$ cat config.mk
export PLATFORM = sky130hd
export DESIGN_NAME = dac_wave_streamer
export DESIGN_NICKNAME = d
export VERILOG_FILES = /design/src/rtl/dac_stream_pkg.sv /design/src/rtl/dac_code_conv.sv /design/src/rtl/dac_set_mux.sv /design/src/rtl/dac_spi_shifter.sv /design/src/rtl/dac_wave_streamer.sv
export SDC_FILE = /design/constraint.sdc
export NUM_CORES = 1
export LEC_CHECK = 0
export BUFFER_PORTS_ARGS = -buffer_cell sky130_fd_sc_hd__buf_4
export CAP_MARGIN = 20
export CORE_ASPECT_RATIO = 1.4
export CORE_MARGIN = 10
export CORE_UTILIZATION = 52
export DETAILED_ROUTE_END_ITERATION = 7
export PLACE_DENSITY = 0.88
export SLEW_MARGIN = 0
export SYNTH_ARGS = -nofsm -noshare
export SYNTH_HDL_FRONTEND = slang
export SYNTH_HIERARCHICAL = 1
export SYNTH_SLANG_ARGS = --single-unit
$ cat constraint.sdc
create_clock -name clk -period 11.8 [get_ports clk]
set_clock_uncertainty 0.15 [all_clocks]
set_input_delay 0.59 -clock clk [delete_from_list [all_inputs] [get_ports clk]]
set_output_delay 0.59 -clock clk [all_outputs]
set_load 0.005 [all_outputs]
$ cat src/rtl/dac_stream_pkg.sv
package dac_stream_pkg;
  localparam int FRAME_W    = 32;
  localparam int CODE_W     = 12;
  localparam int CH_PER_SET = 3;
  localparam int NUM_SRC    = 11;

  localparam logic [3:0]        CMD_WR_UPD = 4'h3;
  localparam logic [CODE_W-1:0] CODE_MID   = 12'h800;

  typedef enum logic {ST_GAP, ST_SHIFT} spi_state_e;

  typedef struct packed {
    logic [7:0]        lead;
    logic [3:0]        cmd;
    logic [3:0]        addr;
    logic [CODE_W-1:0] code;
    logic [3:0]        pad;
  } dac_frame_t;
endpackage

$ cat src/rtl/dac_code_conv.sv
module dac_code_conv
  import dac_stream_pkg::*;
#(
  parameter int DATA_W  = 24,
  parameter int WIN_LSB = 8
) (
  input  logic signed [DATA_W-1:0] din,
  output logic        [CODE_W-1:0] code
);
  localparam int HI_W = DATA_W - CODE_W + 1;

  logic signed [DATA_W-1:0] shifted;
  logic        [HI_W-1:0]   hi_bits;

  assign shifted = din >>> WIN_LSB;
  assign hi_bits = shifted[DATA_W-1:CODE_W-1];

  // in range when all bits above the code width copy the sign
  always_comb begin
    if (hi_bits == '0 || hi_bits == '1) begin
      code = {~shifted[CODE_W-1], shifted[CODE_W-2:0]};
    end else if (shifted[DATA_W-1]) begin
      code = '0;
    end else begin
      code = '1;
    end
  end
endmodule

$ cat src/rtl/dac_set_mux.sv
module dac_set_mux
  import dac_stream_pkg::*;
#(
  parameter int DATA_W = 24
) (
  input  logic        [1:0]        set_idx,
  input  logic        [1:0]        ch_idx,
  input  logic signed [DATA_W-1:0] src [NUM_SRC],
  output logic signed [DATA_W-1:0] sample,
  output logic                     use_mid
);
  localparam int IDX_W = 4;

  logic [IDX_W-1:0] idx;
  logic [NUM_SRC-1:0] hit;

  assign idx = ({2'b00, set_idx} * 4'(CH_PER_SET)) + {2'b00, ch_idx};

  genvar g;
  generate
    for (g = 0; g < NUM_SRC; g++) begin : g_hit
      assign hit[g] = (idx == IDX_W'(g));
    end
  endgenerate

  // index past the last source is the unused slot of the last group
  assign use_mid = (idx >= IDX_W'(NUM_SRC));

  always_comb begin
    sample = '0;
    for (int i = 0; i < NUM_SRC; i++) begin
      if (hit[i]) sample = src[i];
    end
  end
endmodule

$ cat src/rtl/dac_spi_shifter.sv
module dac_spi_shifter
  import dac_stream_pkg::*;
#(
  parameter int HALF_CYC = 2,
  parameter int GAP_CYC  = 6
) (
  input  logic               clk,
  input  logic               rst_n,
  input  logic [FRAME_W-1:0] word,
  output logic               load,
  output logic               cs_n,
  output logic               sck,
  output logic               mosi
);
  localparam int PH_W  = (2 * HALF_CYC > 2) ? $clog2(2 * HALF_CYC) : 1;
  localparam int GAP_W = $clog2(GAP_CYC + 1);
  localparam int BIT_W = $clog2(FRAME_W);
  localparam logic [PH_W-1:0]  PH_RISE  = PH_W'(HALF_CYC - 1);
  localparam logic [PH_W-1:0]  PH_LAST  = PH_W'(2 * HALF_CYC - 1);
  localparam logic [GAP_W-1:0] GAP_LAST = GAP_W'(GAP_CYC - 1);
  localparam logic [BIT_W-1:0] BIT_LAST = BIT_W'(FRAME_W - 1);

  spi_state_e         state;
  logic [GAP_W-1:0]   gap_cnt;
  logic [PH_W-1:0]    ph_cnt;
  logic [BIT_W-1:0]   bit_cnt;
  logic [FRAME_W-1:0] shreg;

  assign load = (state == ST_GAP) && (gap_cnt == GAP_LAST);

  always_ff @(posedge clk or negedge rst_n) begin
    if (!rst_n) begin
      state   <= ST_GAP;
      gap_cnt <= '0;
      ph_cnt  <= '0;
      bit_cnt <= '0;
      shreg   <= '0;
      cs_n    <= 1'b1;
      sck     <= 1'b0;
      mosi    <= 1'b0;
    end else begin
      case (state)
        ST_GAP: begin
          if (load) begin
            state   <= ST_SHIFT;
            gap_cnt <= '0;
            ph_cnt  <= '0;
            bit_cnt <= '0;
            cs_n    <= 1'b0;
            mosi    <= word[FRAME_W-1];
            shreg   <= {word[FRAME_W-2:0], 1'b0};
          end else begin
            gap_cnt <= gap_cnt + 1'b1;
          end
        end
        ST_SHIFT: begin
          if (ph_cnt == PH_RISE) sck <= 1'b1;
          if (ph_cnt == PH_LAST) begin
            sck    <= 1'b0;
            ph_cnt <= '0;
            if (bit_cnt == BIT_LAST) begin
              cs_n  <= 1'b1;
              mosi  <= 1'b0;
              state <= ST_GAP;
            end else begin
              bit_cnt <= bit_cnt + 1'b1;
              mosi    <= shreg[FRAME_W-1];
              shreg   <= {shreg[FRAME_W-2:0], 1'b0};
            end
          end else begin
            ph_cnt <= ph_cnt + 1'b1;
          end
        end
        default: state <= ST_GAP;
      endcase
    end
  end
endmodule

$ cat src/rtl/dac_wave_streamer.sv
module dac_wave_streamer
  import dac_stream_pkg::*;
#(
  parameter int DATA_W   = 24,
  parameter int WIN_LSB  = 8,
  parameter int HALF_CYC = 2,
  parameter int GAP_CYC  = 6
) (
  input  logic                     clk,
  input  logic                     rst_n,
  input  logic [1:0]               set_sel,
  input  logic signed [DATA_W-1:0] volt_a,
  input  logic signed [DATA_W-1:0] volt_b,
  input  logic signed [DATA_W-1:0] volt_c,
  input  logic signed [DATA_W-1:0] emf_a,
  input  logic signed [DATA_W-1:0] emf_b,
  input  logic signed [DATA_W-1:0] emf_c,
  input  logic signed [DATA_W-1:0] cur_a,
  input  logic signed [DATA_W-1:0] cur_b,
  input  logic signed [DATA_W-1:0] cur_c,
  input  logic signed [DATA_W-1:0] torque,
  input  logic signed [DATA_W-1:0] speed,
  output logic                     dac_cs_n,
  output logic                     dac_sck,
  output logic                     dac_mosi
);
  localparam logic [1:0] CH_LAST = 2'(CH_PER_SET - 1);

  logic signed [DATA_W-1:0] src [NUM_SRC];
  logic signed [DATA_W-1:0] sample;
  logic                     use_mid;
  logic [CODE_W-1:0]        raw_code;
  logic [1:0]               active_set_q;
  logic [1:0]               chan_q;
  logic [1:0]               eff_ch;
  logic                     set_change;
  logic                     load;
  dac_frame_t               frm;

  assign src[0]  = volt_a;
  assign src[1]  = volt_b;
  assign src[2]  = volt_c;
  assign src[3]  = emf_a;
  assign src[4]  = emf_b;
  assign src[5]  = emf_c;
  assign src[6]  = cur_a;
  assign src[7]  = cur_b;
  assign src[8]  = cur_c;
  assign src[9]  = torque;
  assign src[10] = speed;

  // a new group restarts at channel 0; the group itself is always set_sel
  assign set_change = (set_sel != active_set_q);
  assign eff_ch     = set_change ? 2'd0 : chan_q;

  dac_set_mux #(.DATA_W(DATA_W)) u_mux (
    .set_idx (set_sel),
    .ch_idx  (eff_ch),
    .src     (src),
    .sample  (sample),
    .use_mid (use_mid)
  );

  dac_code_conv #(.DATA_W(DATA_W), .WIN_LSB(WIN_LSB)) u_conv (
    .din  (sample),
    .code (raw_code)
  );

  always_comb begin
    frm.lead = '0;
    frm.cmd  = CMD_WR_UPD;
    frm.addr = {2'b00, eff_ch};
    frm.code = use_mid ? CODE_MID : raw_code;
    frm.pad  = '0;
  end

  always_ff @(posedge clk or negedge rst_n) begin
    if (!rst_n) begin
      active_set_q <= '0;
      chan_q       <= '0;
    end else if (load) begin
      active_set_q <= set_sel;
      chan_q       <= (eff_ch == CH_LAST) ? 2'd0 : eff_ch + 2'd1;
    end
  end

  dac_spi_shifter #(.HALF_CYC(HALF_CYC), .GAP_CYC(GAP_CYC)) u_spi (
    .clk   (clk),
    .rst_n (rst_n),
    .word  (frm),
    .load  (load),
    .cs_n  (dac_cs_n),
    .sck   (dac_sck),
    .mosi  (dac_mosi)
  );
endmodule

* Word level (Yosys, flattened, before mapping)
Cells that the tools add are included. Widths: inputs -> output; s select.
Cells by class: $add $sub $neg 5, multipliers 1, order comparisons 1, equality and inequality tests 21, multiplexer cells 41, bitwise logic cells 2, reduce and logical (&&, ||, !) cells 9
Operators with widths (count):
- $mux 24 | 11
- $mux 32 | 3
- $pmux 32 s2 | 1
- $mux 12 | 3
- $eq 4x3->1 const B | 4
- $mux 5 | 3
- $eq 13x13->1 const B | 1
- $logic_not 13->1 | 1
- $eq 4x4->1 const B | 3
- $mux 1 | 10
- $pmux 5 s2 | 1
- $eq 4x2->1 const B | 2
- $mux 2 | 4
- $ne 2x2->1 const B | 4
- $pmux 1 s2 | 3
- $reduce_and 3->1 | 2
- $add 5x1->5 const B | 1
- $eq 5x5->1 const B | 1
- $add 2x1->2 const B | 2
- $add 4x2->4 | 1
- $eq 2x2->1 const B | 2
- $eq 4x1->1 const B | 1
- $ge 4x4->1 const B | 1
- $logic_not 4->1 | 1
- 12 further kinds | 14
Storage, ports and cells: register bits 50, logic and storage cells 90

* Depth between registers and ports, before layout
depth after elaboration 21, depth in mapped cells 20, mapped depth without buffers 17

* Modules after synthesis
Netlist, hierarchy kept.
Modules (own cells, without submodules):
- dac_set_mux | instances 1, cells an instance 301, area each 2575.0 um^2
- dac_spi_shifter | instances 1, cells an instance 179, area each 2457.4 um^2
- dac_code_conv | instances 1, cells an instance 43, area each 352.8 um^2
- dac_wave_streamer | instances 1, cells an instance 30, area each 275.3 um^2

* Least setup slack after synthesis
No wires, ideal clock.
kind input to register, start point in set_sel[1], end point reg u_spi.shreg[5], arrival 4271 ps, required time 11525 ps, path slack 7254 ps, cell stages on the path 19, path buffers 2, cells stage by stage xor2_1 -> nor3_1 -> inv_1 -> fa_1 -> inv_1 -> ha_1 -> inv_1 -> fa_1 -> buf_2 -> mux2_2 -> o22a_1 -> a311oi_1 -> a311oi_1 -> nor3_2 -> clkbuf_8 -> a221oi_2 -> nor2b_1 -> mux2_4 -> mux2_4
RTL lines:
- start, declared | line dac_wave_streamer.sv:11 | input logic [1:0] set_sel,
- end signal, assigned | line dac_spi_shifter.sv:51 | shreg <= {word[FRAME_W-2:0], 1'b0};
- end signal, assigned | line dac_spi_shifter.sv:68 | shreg <= {shreg[FRAME_W-2:0], 1'b0};
- end, declared | line dac_spi_shifter.sv:27 | logic [FRAME_W-1:0] shreg;

==> flow_metrics.py <==
metrics = {
    "logic_synthesis": {
        "synth-warning-count": 6,
        "synth_cells": 466,
        "avgSynthCellArea_um2": 10.6,
        "syn_area_um2": 4930,
    },
    "clock_network": {
        "cts_tree": "yes",
        "cts-resized-gates": 0,
        "h-tree-depth": 2,
        "clock_tree.buffer_depth": 2,
        "clockRootBuffer": "clkbuf_16",
        "cts_buffers": 5,
        "postCtsSetupBuffers": 0,
        "cts_hold_buf": 0,
        "clk_latency_ns": 0.28,
        "clkSinkCount": 49,
        "path_clk_slew_ns": 0.07,
    },
    "critical_path": {
        "worstSetupPathType": "register to register",
        "crit_top_cell": "inv_1",
        "path_max_fanout": 33,
        "max_stage_delay_ns": 0.80,
        "cp_data_arrival_time_ns": 5.72,
        "path_buf_inv": 5,
        "worstPathCellList": "xor2_1, nor3_1, inv_1, fa_1, inv_1, ha_2, inv_1, fa_1, buf_4, mux2_2, o22a_1, a311oi_1, a311oi_1, buf_4, nor3_2, a221oi_1, nor2b_1, mux2_4, mux2_4",
        "cp_slowest_cell": "nor3_2",
        "cp-start-kind": "register",
        "cp_top_family": "simple AND/OR/NAND/NOR gates",
        "endpoint_kind": "register",
        "crit_required_ns": 11.82,
    },
    "sta": {
        "fmax_mhz": 175,
        "maxSlewHeadroom_pct": 25.1,
        "hold_violations": 0,
        "slew_viol_final": 0,
        "setup_viol": 0,
        "min_period_ns": 5.70,
        "hold_slack_ns": 0.152,
        "rsz0062_at_grt": "false",
        "worst_pin_slew_ns": 1.12,
        "tns_ns": 0,
        "fin_crit_sh_pct": 48.3,
    },
    "routing": {
        "drtPass1Iterations": 4,
        "antenna_left": 0,
        "drtIter0Drc": 226,
        "post_drt_wl_per_cell_um": 20.9,
        "dr_total_vias": 4360,
        "wl_um": 15400,
        "via_per_inst": 5.92,
        "drc_errors": 0,
    },
    "global_route": {
        "grt_max_degree": 67,
        "grt_pass1_vias": 4790,
        "grt_pass1_wl_um": 23800,
        "grt.overflow.total": 0,
        "grt.total_usage_pct": 21.7,
        "antenna_found_initial": 0,
    },
    "final_layout": {
        "utilization_pct": 67.3,
        "final_cells": 737,
        "diodes": 0,
        "finalNetCount": 904,
        "layout-drive-gt1-share_pct": 48.8,
        "fillers": 704,
        "area_delta_synth_final_pct": 27.6,
    },
    "placement": {
        "dp_cells": 728,
        "gp_congestion": 0.890,
        "io_buffers": 182,
        "hpwl_um": 12400,
    },
    "floorplanning": {
        "die_w_um": 102,
        "num_rows": 42,
        "fp.dieArea_um2": 13800,
        "start_util_pct": 52.7,
        "pin_count": 271,
        "core_um2": 9350,
        "die_h_um": 135,
    },
    "power_and_ir_drop": {
        "leakagePower_nw": 3.04,
        "p_total_uw": 634,
        "vdd_drop_max_uv": 55.8,
        "power.density_nw_per_um2": 101,
    },
    "run_status": {
        "status": "complete, no violations",
    },
    "run": {
        "drv_cap": 0,
    },
    "hold_path": {
        "min_path_type": "input port to asynchronous set/reset pin",
    },
}
[cell type report]
class                           instances  area (µm²)  share of cell area (%)
Multi-Input combinational cell        366        3310                    52.6
Sequential cell                        49        1230                    19.5
Timing Repair Buffer                  190        1420                    22.6
Inverter                               14        52.6                   0.835
Clock inverter                          2        10.0                   0.159
Clock buffer                            6         129                    2.05
Tap cell                              110         138                    2.19
[report_power, final]
part | internal, mW | total [mW] | switching, mW
Combinational | 0.165 | 0.303 | 0.138
Sequential | 0.184 | 0.193 | 0.00976
Clock | 0.0779 | 0.137 | 0.0592
[flip-flops by register name, indices dropped and copies added (netlist names)]
name / cells
u_spi/mosi: 1
u_spi/shreg: 31
u_spi/sck: 1
u_spi/state: 1
u_spi/gap_cnt: 3
u_spi/bit_cnt: 5
u_spi/ph_cnt: 2
chan_q: 2
u_spi/cs_n: 1
active_set_q: 2
[final timing paths]
kind | start | endpoint | slack, ns | cells after the start
worst max-delay path | active_set_q[1] | u_spi/shreg[7] | 6.10 | 19
worst min-delay path | rst_n | u_spi/sck | 0.15 | 1
worst max register to register | active_set_q[1] | u_spi/shreg[7] | 6.10 | 19
worst min register to register | u_spi/sck | u_spi/sck | 0.35 | 2
max in group asynchronous | rst_n | u_spi/state | 10.90 | 1
min in group clk | u_spi/sck | u_spi/sck | 0.35 | 2
[worst register-to-register path: stages, from the launching register on]
cell      delay [ns]
dfrtp_1         0.40
xor2_1          0.20
nor3_1          0.28
inv_1           0.10
fa_1            0.44
inv_1           0.07
ha_2            0.15
inv_1           0.04
fa_1            0.48
buf_4           0.32
mux2_2          0.38
o22a_1          0.19
a311oi_1        0.29
a311oi_1        0.11
buf_4           0.25
nor3_2          0.80
a221oi_1        0.21
nor2b_1         0.20
mux2_4          0.29
mux2_4          0.25
[stage by stage]
step | worst slack, ns | area, µm²
5_1_grt | 5.92 | 6290
3_3_place_gp | 6.02 | 6150
3_5_place_dp | 5.85 | 6150
6_report | 6.10 | 6290
2_1_floorplan | 7.25 | 4990
4_1_cts | 6.13 | 6290
[cell usage in the layout (no fill, tap or decap), types with 6 or more instances in the layout]
cell      instances
mux2_4           38
nor2b_1          22
mux2i_1          12
buf_4           189
inv_1            14
a211o_1           9
o22a_1            8
a32o_1            9
dfrtp_1          47
nor2_1           41
ha_1              6
a21oi_1          15
nand2b_1         18
a221oi_2         10
nand2_1          19
nor3_1            9
nand3_1           6
nand4_1          12
o21ai_0          12
o22ai_1           7
mux4_2           26
mux2_2           24
conb_1           18
[metal layers]
metal	share of wire, %	track usage [%]
met5	0	0
met4	2.1	5.35
met2	54	40.7
met3	9.1	7.81
met1	35	21.8
Note: power is estimated with default switching activity, not from simulation.
